## src/rtl/uart_os_core.sv

```systemverilog
module uart_os_core #(
  parameter int DIV_W = 14
) (
  input  logic             clk,
  input  logic             rst_n,
  input  logic [DIV_W-1:0] cfg_div,
  input  logic             cfg_os13,
  input  logic [1:0]       cfg_len,
  input  logic [1:0]       cfg_par,
  input  logic [1:0]       cfg_stop,
  input  logic             cfg_brk_tx,
  input  logic [7:0]       tx_data,
  input  logic             tx_valid,
  output logic             tx_ready,
  output logic             txd,
  input  logic             rxd,
  output logic [7:0]       rx_data,
  output logic             rx_valid,
  input  logic             rx_ready,
  output logic             rx_perr,
  output logic             rx_ferr,
  output logic             rx_brk
);

  typedef enum logic [2:0] {T_IDLE, T_START, T_DATA, T_PAR, T_STOP, T_BRK} tx_st_t;
  typedef enum logic [2:0] {R_IDLE, R_START, R_DATA, R_PAR, R_STOP, R_HOLD} rx_st_t;

  logic [DIV_W-1:0] dcnt;
  logic             tick;
  assign tick = (dcnt >= cfg_div);

  always_ff @(posedge clk or negedge rst_n)
    if (!rst_n) dcnt <= '0;
    else        dcnt <= tick ? '0 : dcnt + 1'b1;

  // the tick spacing follows the divisor
  a_r1_tick_gap: assert property (@(posedge clk) disable iff (!rst_n)
    (tick && cfg_div != '0) |=> (!tick || cfg_div == '0));

  logic [5:0] bit_lim, stop_lim, mid;
  logic [3:0] nbits;
  logic       par_en, par_odd;
  logic [7:0] tmask;

  assign bit_lim = cfg_os13 ? 6'd13 : 6'd16;
  assign mid     = cfg_os13 ? 6'd5 : 6'd7;
  assign nbits   = {2'b00, cfg_len} + 4'd5;
  assign par_en  = (cfg_par != 2'd0);
  assign par_odd = cfg_par[1];
  assign tmask   = 8'hFF >> (4'd8 - nbits);

  always_comb
    case (cfg_stop)
      2'd0:    stop_lim = bit_lim;
      2'd1:    stop_lim = cfg_os13 ? 6'd20 : 6'd24;
      default: stop_lim = bit_lim << 1;
    endcase

  // transmitter
  tx_st_t     ts;
  logic [5:0] tcnt;
  logic [3:0] tbit;
  logic [7:0] tsh;
  logic       tpar, tend;

  assign tend = tick && (tcnt == ((ts == T_STOP) ? stop_lim : bit_lim) - 6'd1);

  always_ff @(posedge clk or negedge rst_n)
    if (!rst_n) begin
      ts <= T_IDLE; tcnt <= '0; tbit <= '0; tsh <= '0; tpar <= 1'b0;
    end else begin
      case (ts)
        T_IDLE: begin
          tcnt <= '0;
          if (cfg_brk_tx) ts <= T_BRK;
          else if (tx_valid) begin
            tsh  <= tx_data & tmask;
            tpar <= (^(tx_data & tmask)) ^ par_odd;
            ts   <= T_START;
          end
        end
        T_BRK: if (!cfg_brk_tx) ts <= T_IDLE;
        default: if (tick) begin
          if (tend) begin
            tcnt <= '0;
            case (ts)
              T_START: begin ts <= T_DATA; tbit <= '0; end
              T_DATA: begin
                tsh  <= tsh >> 1;
                tbit <= tbit + 4'd1;
                if (tbit == nbits - 4'd1) ts <= par_en ? T_PAR : T_STOP;
              end
              T_PAR:   ts <= T_STOP;
              default: ts <= T_IDLE;
            endcase
          end else tcnt <= tcnt + 6'd1;
        end
      endcase
    end

  assign tx_ready = (ts == T_IDLE) && !cfg_brk_tx;

  always_comb
    case (ts)
      T_START, T_BRK: txd = 1'b0;
      T_DATA:         txd = tsh[0];
      T_PAR:          txd = tpar;
      default:        txd = 1'b1;
    endcase

  // accepted byte starts its start bit on the next cycle
  a_r11_tx_accept: assert property (@(posedge clk) disable iff (!rst_n)
    (tx_valid && tx_ready) |=> (!txd && !tx_ready));

  // receiver
  rx_st_t     rst_q;
  logic [1:0] rsync;
  logic       rs, rsamp, rx_done;
  logic [5:0] rcnt;
  logic [3:0] rbit;
  logic [7:0] rsh;
  logic       racc, rzero, rperr;

  assign rs      = rsync[1];
  assign rsamp   = tick && (rcnt == ((rst_q == R_START) ? mid : bit_lim - 6'd1));
  assign rx_done = (rst_q == R_STOP) && rsamp;

  always_ff @(posedge clk or negedge rst_n)
    if (!rst_n) rsync <= 2'b11;
    else        rsync <= {rsync[0], rxd};

  always_ff @(posedge clk or negedge rst_n)
    if (!rst_n) begin
      rst_q <= R_IDLE; rcnt <= '0; rbit <= '0; rsh <= '0;
      racc <= 1'b0; rzero <= 1'b0; rperr <= 1'b0;
    end else begin
      case (rst_q)
        R_IDLE: begin
          rcnt <= '0;
          if (!rs) rst_q <= R_START;
        end
        R_HOLD: if (rs) rst_q <= R_IDLE;
        default: if (tick) begin
          if (rsamp) begin
            rcnt <= '0;
            case (rst_q)
              R_START:
                if (rs) rst_q <= R_IDLE;
                else begin
                  rst_q <= R_DATA; rbit <= '0; racc <= 1'b0; rzero <= 1'b1; rperr <= 1'b0;
                end
              R_DATA: begin
                rsh  <= {rs, rsh[7:1]};
                racc <= racc ^ rs;
                if (rs) rzero <= 1'b0;
                rbit <= rbit + 4'd1;
                if (rbit == nbits - 4'd1) rst_q <= par_en ? R_PAR : R_STOP;
              end
              R_PAR: begin
                rperr <= ((racc ^ rs) != par_odd);
                if (rs) rzero <= 1'b0;
                rst_q <= R_STOP;
              end
              default: rst_q <= rs ? R_IDLE : R_HOLD;
            endcase
          end else rcnt <= rcnt + 6'd1;
        end
      endcase
    end

  // no frame begins while the synchronized line is high
  a_r7_idle_stays: assert property (@(posedge clk) disable iff (!rst_n)
    (rst_q == R_IDLE && rs) |=> (rst_q == R_IDLE));

  always_ff @(posedge clk or negedge rst_n)
    if (!rst_n) begin
      rx_valid <= 1'b0; rx_data <= '0; rx_perr <= 1'b0; rx_ferr <= 1'b0; rx_brk <= 1'b0;
    end else if (rx_done) begin
      rx_valid <= 1'b1;
      rx_data  <= rsh >> (4'd8 - nbits);
      rx_brk   <= rzero & !rs;
      rx_ferr  <= !rs & !rzero;
      rx_perr  <= rperr & !(rzero & !rs);
    end else if (rx_ready) rx_valid <= 1'b0;

  // received byte holds until taken
  a_r11_rx_hold: assert property (@(posedge clk) disable iff (!rst_n)
    (rx_valid && !rx_ready && !rx_done) |=> (rx_valid && $stable(rx_data)));

  // break is reported in place of a framing error
  a_r10_brk_not_ferr: assert property (@(posedge clk) disable iff (!rst_n)
    rx_valid |-> !(rx_brk && rx_ferr));

endmodule

```

## config.mk

```make
export PLATFORM = sky130hd
export DESIGN_NAME = uart_os_core
export DESIGN_NICKNAME = d
export VERILOG_FILES = /design/src/rtl/uart_os_core.sv
export SDC_FILE = /design/constraint.sdc
export NUM_CORES = 1
export LEC_CHECK = 0
export ABC_AREA = 1
export BUFFER_PORTS_ARGS = -buffer_cell sky130_fd_sc_hd__buf_2
export CAP_MARGIN = 20
export CORE_UTILIZATION = 60
export DETAILED_ROUTE_END_ITERATION = 6
export PLACE_DENSITY = 0.91
export SLEW_MARGIN = 20
export SYNTH_ARGS = -nofsm -noshare
export SYNTH_HDL_FRONTEND = slang
export SYNTH_SLANG_ARGS = --single-unit
export TNS_END_PERCENT = 100
```

## constraint.sdc

```tcl
create_clock -name clk -period 2.9 [get_ports clk]
set_clock_uncertainty 0.15 [all_clocks]
set_input_delay 0.29 -clock clk [delete_from_list [all_inputs] [get_ports clk]]
set_output_delay 0.29 -clock clk [all_outputs]
set_load 0.05 [all_outputs]
```

* Word-level counts from Yosys, hierarchy flattened
Index checks and enable logic that the tools add are counted.
Cells by class: add/sub/neg operators 10, multiply operators 0, div/mod/pow operators 0, magnitude comparators 1, equal/unequal tests 26, shift operators 2, multiplexer cells 49, bitwise operators 11, reductions and logical operators 41
Operators with widths (count):
- $mux W8 | 5
- $mux W3 | 13
- $mux W6 | 6
- $pmux W6 S2 | 3
- $reduce_and A5 Y1 | 4
- $reduce_bool A2 Y1 | 10
- $pmux W3 S3 | 2
- $pmux W4 S2 | 2
- $pmux W8 S2 | 1
- $add A14 B1 Y14 const B | 1
- $ge A14 B14 Y1 | 1
- $mux W14 | 1
- $add A6 B1 Y6 const B | 2
- $eq A3 B2 Y1 const B | 4
- $eq A3 B3 Y1 const B | 4
- $eq A6 B6 Y1 | 2
- $ne A2 B2 Y1 const B | 6
- $pmux W3 S2 | 2
- $reduce_and A6 Y1 | 2
- $reduce_bool A3 Y1 | 4
- $add A4 B1 Y4 const B | 2
- $and A8 B8 Y8 | 1
- $eq A4 B4 Y1 | 2
- $mux W4 | 2
- 31 further kinds | 58
Storage, ports and cells: register bits after elaboration 74, bits in latches 0, bits in writable memories 0, memory bits (read-only) 0, bits of input ports 35, output and inout bits 14, word-level logic and storage cells 159, memories kept 0

* Longest topological paths before layout
Gate-level depths: netlist of the first run.
depth in word-level cells 9, gate-level depth with buffers 20, depth with buffers taken out 20

* Worst setup path after synthesis of the first run
OpenSTA, ideal clock, no wires.
kind flip-flop to flip-flop, start register ts[1], end register ts[1], library setup time 0.117 ns, arrival 2.108 ns, data required time 2.633 ns, slack 0.525 ns, cell stages (with the launch flop) 18, buffers on the path 0, period minus slack after synthesis 2.375 ns, path through dfrtp_1 -> nor2_4 -> nand2_2 -> inv_2 -> nand2_2 -> nand2_1 -> inv_1 -> ha_1 -> a21oi_1 -> o21ai_0 -> a21oi_1 -> nand2_1 -> nor2_4 -> nand4_4 -> nand2_1 -> nand2_1 -> nand2_1 -> nand2_1
On the way: word-level cells in the longest chain between the ends 7, elaborated cells between the ends (all ways) 20
Ends and longest elaborated chain:
- start, declared | RTL line 60 | tx_st_t ts;
- start signal, assigned | RTL line 91 | if (tbit == nbits - 4'd1) ts <= par_en ? T_PAR : T_STOP;
- $eq A3 B3 Y1 | RTL line 66 | assign tend = tick && (tcnt == ((ts == T_STOP) ? stop_lim : bit_lim) - 6'd1);
- $mux W6 | RTL line 66
- $sub A6 B1 Y6 | RTL line 66
- $eq A6 B6 Y1 | RTL line 66
- $logic_and A1 B1 Y1 | RTL line 66
- $reduce_bool A3 Y1 (no line)
- $reduce_and A5 Y1 (no line)
Parallel ways exist; a longest one is shown, timed or not. The select of a mux whose other input is x is not followed. A chain may end at the register's enable or synchronous reset.

* Final worst setup path of the first run
start register ts[1], end register tsh[1]
On the way: word-level cells in the longest chain between the ends 7, elaborated cells between the ends (all ways) 16
Ends and longest elaborated chain:
- $eq A3 B3 Y1 | RTL line 66
- $mux W6 | RTL line 66
- $sub A6 B1 Y6 | RTL line 66
- $eq A6 B6 Y1 | RTL line 66
- $logic_and A1 B1 Y1 | RTL line 66
- $reduce_bool A2 Y1 (no line)
- $reduce_and A6 Y1 (no line)
- end signal, assigned | RTL line 77 | tsh <= tx_data & tmask;
- end signal, assigned | RTL line 89 | tsh <= tsh >> 1;
- end, declared | RTL line 63 | logic [7:0] tsh;
Parallel ways exist; a longest one is shown, timed or not.

==> impl_metrics.csv, run 1 <==
group,metric,value,unit
min_path,hold_path_class,"in2async",
timing,period_needed,2709,ps
critical_path,cp-end-kind,"flip-flop",
power_and_ir_drop,powerDensity,702.3,nW/um^2
layout,design_area,5385,um^2
clock_tree,clkSlewWorstSetupHoldPaths,80,ps
yosys,netlist_area,4776,um^2
critical_path,r2r_slack,190,ps
critical_path,cpLargestDelayFamily,"simple AND/OR/NAND/NOR gates",
yosys,syn-num-nets,691,
critical_path,crit_path_top_delay_cell,"dfrtp_2",
power_and_ir_drop,leakage,2.835,nW
timing,finalMaxSlewViolations,0,
layout,num_antenna_cells,0,
floorplanning,rows,32,
timing,slew_headroom,39.31,%
critical_path,crit_arrival,2860,ps
clock_tree,cts-buffers-inserted,9,
yosys,synthTopCellsByArea,"dfrtp_1 (38%), nand2_1 (15%), inv_1 (6.5%)",
critical_path,crit_path_start_kind,"flip-flop",
floorplanning,die_h,91.22,um
global_routing,grt_max_degree,75,
critical_path,critPathMaxStageDelay,460,ps
global_routing,gr-total-overflow,0,
detailed_routing,drt-initial-drc-count,277,
place,place.gp.congestion,0.8669,
timing,fin_crit_sh,93.40,%
power_and_ir_drop,peakVddDrop,0.0005068,V
clock_tree,clkSinkCount,74,
critical_path,cp_max_fo,6,
power_and_ir_drop,combPwrFrac,39.5,%
yosys,synth_top_area_share,37.73,%
yosys,syn_avg_cell_area,7.545,um^2
place,dp_hpwl,7528,um
yosys,synthArstFlopShare,100.0,%
power_and_ir_drop,p_sw_share,41.97,%
power_and_ir_drop,seqPwrFrac,36.8,%
critical_path,reg2reg_depth,17,
timing,whs,-8.209,ps
yosys,synth-edff-count,0,
global_routing,gr-usage-all-layers,26.16,%
yosys,synth_commonest_cells,"nand2_1 (189), inv_1 (83), dfrtp_1 (72)",
layout,drive_gt1_share,17.93,%
yosys,yosysSeqAreaShare,38.83,%
critical_path,required,3050,ps
yosys,yosysWarnings,0,
clock_tree,cts_root_buf,"clkbuf_8",
global_routing,grt_pass1_wl,17530,um
clock_tree,cts_tree,"built",
floorplanning,initial_utilization,61.80,%
timing,worst_pin_slew,910.4,ps
detailed_routing,vias,4333,
run_status,violations,"negative hold slack",
power_and_ir_drop,p_int,2.195,mW
critical_path,r2r_end,"tsh[1]",
detailed_routing,first_pass_iters,5,
floorplanning,die_w,91.22,um
detailed_routing,wl,10350,um
detailed_routing,ant_nets,0,
power_and_ir_drop,pwr-share-clk,23.7,%
clock_tree,cts_max_path_buffers,2,
run_status,outcome,"finished with violations",
timing,setup_viol,0,
clock_tree,clock_latency,360,ps
layout,fin_nets,750,
yosys,ys_types,40,
place,port_buffers,48,
yosys,synth_area_leader_cell,"dfrtp_1",
floorplanning,core_area,7727,um^2
power_and_ir_drop,p_sw,1.587,mW
floorplanning,ios,49,
yosys,synth.most_common_cell,"nand2_1",
critical_path,rr_startpoint,"ts[1]",
layout,area_growth,12.76,%
global_routing,first_global_vias,4203,
run,maxCapViolations,0,
timing,rsz0062_at_grt,"no",
yosys,synthCells,633,
timing,hold_viol,9,
critical_path,crit_path_frequent_cell,"nand2_2",
layout,fillerInstances,602,
global_routing,antenna_found_initial,0,
yosys,synth-seq-cells,74,
detailed_routing,viasPerCell,5.423,
yosys,synth_flop_cell,"dfrtp_1",
detailed_routing,drc,0,
clock_tree,h-tree-depth,3,
critical_path,cp_num_buf_inv,3,
critical_path,worst-setup-path-type,"reg2reg",
critical_path,crit_chain,"nor2_4 -> nand2_2 -> inv_2 -> nand2_2 -> nand2_2 -> inv_1 -> ha_1 -> a21oi_1 -> o21ai_0 -> a21oi_1 -> nand2_1 -> nor2_4 -> nand4_4 -> nand2_8 -> buf_4 -> nand3_1 -> nand2_1",
layout,final_util,69.69,%
timing,clock.fmax,369.2,MHz
floorplanning,fp.dieArea,8320,um^2
place,placed_area,5087,um^2
timing,tns,0,ps
detailed_routing,wl_per_cell,12.95,um
-- flip-flops by register name (all words and copies together) (netlist names), 2 cells and up --
name     cells
rcnt         6
rx_data      8
dcnt        14
tbit         4
rsync        2
rst_q        3
rbit         4
tsh          8
tcnt         6
rsh          8
ts           3
-- worst max-delay path by stage --
| stage | start | end | slack [ps] | cells after the start |
|---|---|---|---|---|
| 3_3_place_gp | cfg_os13 | tsh[4] | 340 | 17 |
| 2_1_floorplan | ts[1] | ts[1] | 530 | 17 |
| 5_1_grt | ts[1] | tsh[0] | 30 | 17 |
| 3_5_place_dp | cfg_os13 | tsh[7] | 130 | 17 |
| 4_1_cts | ts[1] | tsh[1] | 90 | 17 |
| 6_report | ts[1] | tsh[1] | 190 | 17 |
-- power by group through the flow --
| stage | clock network, mW | registers, mW | logic, mW |
|---|---|---|---|
| floorplan | 0 | 1.35 | 1.10 |
| global placement | 0 | 1.39 | 1.31 |
| detailed placement | 0 | 1.40 | 1.37 |
| CTS | 0.901 | 1.38 | 1.39 |
| global route | 0.941 | 1.42 | 1.68 |
| finish | 0.897 | 1.39 | 1.49 |
-- layer usage --
layer | global-route usage [%] | routed length, um | up-vias
li1 | - | - | 2146
met1 | 30.25 | 4357 | 1991
met2 | 46.34 | 5217 | 158
met3 | 5.444 | 476 | 38
met4 | 12.17 | 298 | 0
met5 | 0 | 0 | -
-- cells in the final DEF (no fill, tap or decap), types with 4 or more instances in the layout --
cell / n
nand3_2: 4
inv_2: 8
nor3_1: 10
or2_2: 5
nor2_1: 37
o21ai_0: 36
nand4_1: 8
inv_1: 83
dfrtp_1: 71
nand2_1: 186
nand3_1: 40
o21ai_2: 10
nor3b_1: 5
o21ai_1: 12
a21oi_1: 19
xor2_1: 17
buf_4: 7
buf_2: 48
clkbuf_8: 9
nand2_2: 7
ha_1: 23
o22ai_1: 7
xnor2_1: 8
-- per-stage QoR --
step	power, mW	hold slack (ps)	setup slack, ps	instances
after floorplan	2.456	-155.6	525.1	633
after global placement	2.701	196.3	341.5	776
after detailed placement	2.778	201.2	126.2	776
after CTS	3.671	36.68	88.23	794
after global routing	4.040	95.54	28.66	799
final	3.782	-8.209	191.4	799
-- cells by family after synthesis --
logic type | synth area share (%)
simple gates | 30.57
flops | 38.83
compound gates | 11.08
xor+xnor | 4.585
fa+ha+maj | 6.026
buf+inv | 8.907
-- layout make-up --
cell class | instances | area (um^2) | share of cell area [%]
Multi-Input combinational cell | 457 | 2517 | 46.75
Sequential cell | 74 | 1856 | 34.46
Inverter | 93 | 354.1 | 6.575
Timing Repair Buffer | 57 | 312.8 | 5.809
Clock buffer | 10 | 127.6 | 2.370
Tap cell | 102 | 127.6 | 2.370
Clock inverter | 6 | 90.09 | 1.673
-- worst register-to-register path: stages (launching register included) --
cell     delay [ps]
dfrtp_2         460
nor2_4          160
nand2_2          90
inv_2            80
nand2_2          70
nand2_2          90
inv_1            50
ha_1            300
a21oi_1         140
o21ai_0         100
a21oi_1         120
nand2_1         100
nor2_4          140
nand4_4         160
nand2_8         140
buf_4           110
nand3_1          80
nand2_1         110
-- timing repair --
item	in CTS	in global routing
hold buffers	2	0
gates resized for setup	0	6
buffers inserted	0	5
setup endpoints to repair	0	12
hold endpoints to repair	2	0
Note: power is estimated with default switching activity, not from simulation.
==> run 2, diff against run 1 <==
Settings changed: CELL_PAD_IN_SITES_DETAIL_PLACEMENT from default to 0, CELL_PAD_IN_SITES_GLOBAL_PLACEMENT from default to 1, CORE_UTILIZATION 60 to 44.
==> run 2 against run 1 <==
The flow now finishes without violations. Combinational power fell by 3%. Largest power group unchanged. Critical path depth did not move. Core utilization decreased by 18 points. Total power is 4.3% lower. Count of clock-buffer cells in the layout is 2 higher. Cell count is 4.3% higher. Highest routed layer unchanged. Final area increased by 0.40%. Sequential cell count unchanged.
==> impl_metrics.csv, run 2 (synthesis results as in run 1) <==
group,metric,value,unit
run_status,outcome,"complete, no violations",
layout,largest_reg_flops,14,
floorplanning,rows,37,
detailed_routing,vias,4088,
power_and_ir_drop,leakage,2.824,nW
layout,area_growth,13.20,%
place,place.gp.congestion,0.8505,
place,dp_hpwl,7491,um
clock_tree,cts_max_path_buffers,2,
floorplanning,die_w,106.2,um
critical_path,crit_arrival,2670,ps
timing,rsz0062_at_grt,"no",
detailed_routing,drc,0,
critical_path,cp_max_fo,8,
layout,drive_gt1_share,17.36,%
clock_tree,clkSinkCount,74,
critical_path,worst-setup-path-type,"reg2reg",
critical_path,cpLargestDelayFamily,"simple AND/OR/NAND/NOR gates",
timing,finalMaxSlewViolations,0,
layout,regMostFlops,"dcnt",
critical_path,required,2990,ps
power_and_ir_drop,powerDensity,669.6,nW/um^2
critical_path,critPathMaxStageDelay,460,ps
timing,tns,0,ps
critical_path,crit_path_top_delay_cell,"dfrtp_2",
global_routing,grt_max_degree,48,
clock_tree,h-tree-depth,3,
layout,layout_commonest_cell,"nand2_1",
layout,fin_nets,751,
floorplanning,fp.dieArea,11280,um^2
layout,fillerInstances,1013,
floorplanning,die_h,106.2,um
floorplanning,ios,49,
floorplanning,initial_utilization,45.85,%
power_and_ir_drop,peakVddDrop,0.0003288,V
clock_tree,cts_root_buf,"clkbuf_8",
clock_tree,clkSlewWorstSetupHoldPaths,80,ps
global_routing,gr-usage-all-layers,19.03,%
layout,num_antenna_cells,0,
critical_path,cp_num_buf_inv,2,
clock_tree,cts-buffers-inserted,9,
global_routing,gr-total-overflow,0,
timing,worst_pin_slew,630.2,ps
floorplanning,core_area,10420,um^2
critical_path,crit_chain,"nor2_4 -> nand2_2 -> inv_2 -> nand2_2 -> nand2_1 -> inv_1 -> ha_1 -> a21oi_1 -> o21ai_0 -> a21oi_1 -> nand2_1 -> nor2_4 -> nand4_4 -> nand2_8 -> nand2_2 -> nand2_1 -> nand2_1",
detailed_routing,wl,9780,um
timing,fin_crit_sh,89.20,%
critical_path,cp-end-kind,"flip-flop",
layout,finalNonFillerCells,833,
timing,clock.fmax,386.6,MHz
timing,period_needed,2587,ps
global_routing,first_global_vias,4029,
detailed_routing,viasPerCell,4.908,
timing,hold_viol,0,
clock_tree,cts_tree,"built",
timing,slew_headroom,57.99,%
critical_path,crit_path_frequent_cell,"nand2_1",
global_routing,grt_pass1_wl,17370,um
place,dp_cells,810,
layout,multiInputGateArea,2505,um^2
timing,setup_viol,0,
critical_path,crit_path_start_kind,"flip-flop",
detailed_routing,wl_per_cell,11.74,um
run,maxCapViolations,0,
place,port_buffers,48,
layout,layout_common_cells,"nand2_1 (189), inv_1 (83), dfrtp_1 (70), buf_2 (48), nand3_1 (40)",
clock_tree,clock_latency,340,ps
global_routing,antenna_found_initial,0,
detailed_routing,drt-initial-drc-count,159,
layout,regArea,1857,um^2
min_path,hold_path_class,"in2reg",
detailed_routing,ant_nets,0,
detailed_routing,first_pass_iters,4,
run 2: what timing repair did:
action	4_1_cts	5_1_grt
resized for setup	0	3
hold buffers	3	0
endpoints found under the setup margin	0	8
setup buffers	0	5
endpoints found under the hold margin	27	0
run 2: area by class of cell:
cell class                 instances  share of cell area [%]
clock buffer                      12                   2.685
clock inverter                     3                  0.7406
inverter                          93                   6.549
multi-input combinational        457                   46.33
sequential                        74                   34.34
tap                              136                   3.147
timing repair buffer              58                   6.202
run 2: worst register-to-register path, cell delays in order (launching register included):
cell	delay, ps
dfrtp_2	460
nor2_4	130
nand2_2	80
inv_2	70
nand2_2	50
nand2_1	80
inv_1	50
ha_1	300
a21oi_1	120
o21ai_0	80
a21oi_1	120
nand2_1	100
nor2_4	150
nand4_4	150
nand2_8	140
nand2_2	110
nand2_1	100
nand2_1	50
run 2: power by group:
part / leakage, nW / switching, mW / internal, mW
clock network: 0.0962 / 0.368 / 0.415
registers: 0.976 / 0.185 / 1.20
logic: 1.75 / 0.952 / 0.498
run 2: worst paths after layout:
path | startpoint | to | slack [ps] | cells past startpoint
max in group asynchronous | rst_n | ts[1] | 1590 | 3
worst max-delay path | ts[0] | tsh[3] | 310 | 17
worst min-delay path | tx_data[4] | tsh[4] | 160 | 5
worst max register to register | ts[0] | tsh[3] | 310 | 17
min in group asynchronous | rst_n | rsh[2] | 340 | 2
worst min register to register | rsync[0] | rsync[1] | 210 | 0
run 2: metal layers:
metal / vias up / routed length, um / share of wire (%) / GRT usage, %
met3: 8 / 251 / 2.6 / 3.004
met5: - / 0 / 0 / 0
met1: 1868 / 4703 / 48 / 24.03
met2: 68 / 4730 / 48 / 32.70
met4: 0 / 95 / 0.97 / 7.143
li1: 2144 / - / - / -
run 2: through the flow:
stage | power [mW] | hold WS [ps] | worst slack [ps] | utilization (%) | instance area, um^2
2_1_floorplan | 2.456 | -155.6 | 525.1 | - | 4776
5_1_grt | 3.925 | 186.1 | 2.840 | 51.90 | 5406
6_report | 3.620 | 158.1 | 313.2 | 51.90 | 5406
3_5_place_dp | 2.787 | 199.6 | 226.6 | 49.37 | 5142
3_3_place_gp | 2.739 | 191.6 | 303.0 | 49.37 | 5142
4_1_cts | 3.584 | 146.1 | 205.9 | 51.44 | 5358
==> run 3, diff against run 2 <==
Settings changed: CORE_MARGIN from default to 1.5, PLACE_DENSITY 0.91 to 0.82, SETUP_SLACK_MARGIN from default to 0.3.
==> run 3 against run 2 <==
Non-clock buffer count rose by 5. Maximum frequency rose by 6.0%. Total power rose by 0.51%. Critical path depth fell by 2. Setup slack improved by 150 ps. Combinational power rose by 3%. Critical path type unchanged. Highest routed layer unchanged.
==> impl_metrics.csv, run 3 (synthesis results as in run 1) <==
group,metric,value,unit
critical_path,worst-setup-path-type,"reg2reg",
run,maxCapViolations,0,
clock_tree,clkSlewWorstSetupHoldPaths,80,ps
clock_tree,clkSinkCount,74,
critical_path,cp-end-kind,"flip-flop",
layout,num_antenna_cells,0,
layout,layout_commonest_cell,"nand2_1",
critical_path,crit_path_top_delay_cell,"dfrtp_2",
clock_tree,cts_root_buf,"clkbuf_8",
layout,largest_reg_flops,14,
timing,hold_viol,0,
detailed_routing,vias,4159,
detailed_routing,drc,0,
detailed_routing,wl,10630,um
critical_path,crit_chain,"nor2_4 -> nand2_2 -> inv_2 -> nand3_1 -> ha_4 -> a21oi_2 -> o21ai_1 -> a21oi_1 -> nand2_1 -> nor2_4 -> nand4_4 -> nand2_4 -> nand2_4 -> nand2_2 -> nand2_1",
global_routing,grt_pass1_wl,17760,um
floorplanning,ios,49,
global_routing,antenna_found_initial,0,
detailed_routing,viasPerCell,4.951,
clock_tree,cts-buffers-inserted,9,
critical_path,cpLargestDelayFamily,"simple AND/OR/NAND/NOR gates",
power_and_ir_drop,peakVddDrop,0.0003994,V
critical_path,cp_max_fo,8,
timing,finalMaxSlewViolations,0,
layout,fin_nets,757,
clock_tree,cts_tree,"built",
timing,worst_pin_slew,657.8,ps
power_and_ir_drop,powerDensity,664.7,nW/um^2
run_status,outcome,"complete, no violations",
layout,drive_gt1_share,19.32,%
detailed_routing,drt-initial-drc-count,192,
detailed_routing,ant_nets,0,
floorplanning,die_h,107.2,um
timing,slew_headroom,56.14,%
detailed_routing,first_pass_iters,5,
layout,area_growth,14.62,%
global_routing,grt_max_degree,30,
critical_path,critPathMaxStageDelay,430,ps
detailed_routing,wl_per_cell,12.65,um
layout,regMostFlops,"dcnt",
place,dp_hpwl,7839,um
critical_path,crit_arrival,2530,ps
min_path,hold_path_class,"in2reg",
floorplanning,fp.dieArea,11490,um^2
power_and_ir_drop,leakage,2.848,nW
floorplanning,initial_utilization,45.85,%
global_routing,first_global_vias,3957,
global_routing,gr-total-overflow,0,
critical_path,crit_path_start_kind,"flip-flop",
floorplanning,rows,37,
place,place.gp.congestion,0.8780,
place,port_buffers,48,
timing,rsz0062_at_grt,"yes",
timing,tns,0,ps
timing,clock.fmax,409.7,MHz
layout,layout_common_cells,"nand2_1 (186), inv_1 (82), dfrtp_1 (70), buf_2 (48), nand3_1 (39)",
critical_path,cp_num_buf_inv,1,
clock_tree,clock_latency,350,ps
critical_path,required,2990,ps
floorplanning,core_area,10420,um^2
floorplanning,die_w,107.2,um
power_and_ir_drop,finalPower,3.639,mW
global_routing,gr-usage-all-layers,19.49,%
timing,period_needed,2441,ps
timing,setup_viol,0,
timing,fin_crit_sh,84.17,%
timing,whs,170.1,ps
layout,fillerInstances,1045,
clock_tree,h-tree-depth,3,
clock_tree,cts_max_path_buffers,2,
[run 3: cell types whose count changed in the layout (fill, tap and decap cells not counted), moves of 2 or more]
cell     before  now
nand2_2       5    7
nand2_4       2    4
buf_4         6   11
nand2_1     189  186
[run 3: where the power goes]
part           switching, mW  total, mW  internal, mW
Sequential             0.186       1.39          1.20
Combinational          0.982       1.50         0.515
Clock                  0.396      0.753         0.357
[run 3: worst register-to-register path, delay by kind of cell, from the launching register on]
kind | cells | cell delay, ps
and+or+nand+nor | 10 | 1100
DFF | 1 | 430
adders and majority gates | 1 | 280
buffers and inverters | 1 | 70
AOI/OAI and AO/OA | 3 | 300
[run 3: cell type report]
class / count / area (um^2) / share of cell area [%]
Timing Repair Buffer: 63 / 364.1 / 6.651
Clock buffer: 12 / 155.1 / 2.834
Tap cell: 136 / 170.2 / 3.109
Sequential cell: 74 / 1857 / 33.92
Inverter: 93 / 354.1 / 6.469
Multi-Input combinational cell: 458 / 2547 / 46.54
Clock inverter: 4 / 26.28 / 0.4800
[run 3: what timing repair did]
item,CTS,global route
setup endpoints to repair,11,35
endpoints found under the hold margin,29,0
hold buffers,3,0
cloned,0,1
gates resized for setup,2,11
pin swaps,1,9
setup buffers,3,4
[run 3: worst paths after layout]
| kind | startpoint | end | slack (ps) | cells after the start |
|---|---|---|---|---|
| max reg2reg | ts[0] | tsh[3] | 460 | 15 |
| min in group asynchronous | rst_n | dcnt[12] | 350 | 2 |
| min | tx_data[1] | tsh[1] | 170 | 5 |
| min reg2reg | rsync[0] | rsync[1] | 210 | 0 |
| max | ts[0] | tsh[3] | 460 | 15 |
| max in group asynchronous | rst_n | rsync[0] | 1420 | 3 |
[run 3: per-stage QoR]
step | area [um^2] | setup slack, ps | instances | util [%]
detailed placement | 5152 | 247.2 | 813 | 49.47
global placement | 5152 | 329.8 | 813 | 49.47
global route | 5474 | 270.4 | 840 | 52.55
CTS | 5389 | 317.7 | 835 | 51.74
floorplan | 4776 | 525.1 | 633 | -
finish | 5474 | 459.1 | 840 | 52.55
[run 3: per-layer routing]
| metal | wire length, um | vias up | track usage [%] |
|---|---|---|---|
| met2 | 4992 | 76 | 32.58 |
| met3 | 340 | 13 | 4.134 |
| met4 | 174 | 0 | 6.381 |
| met1 | 5118 | 1913 | 25.05 |
| li1 | - | 2157 | - |
| met5 | 0 | - | 0 |
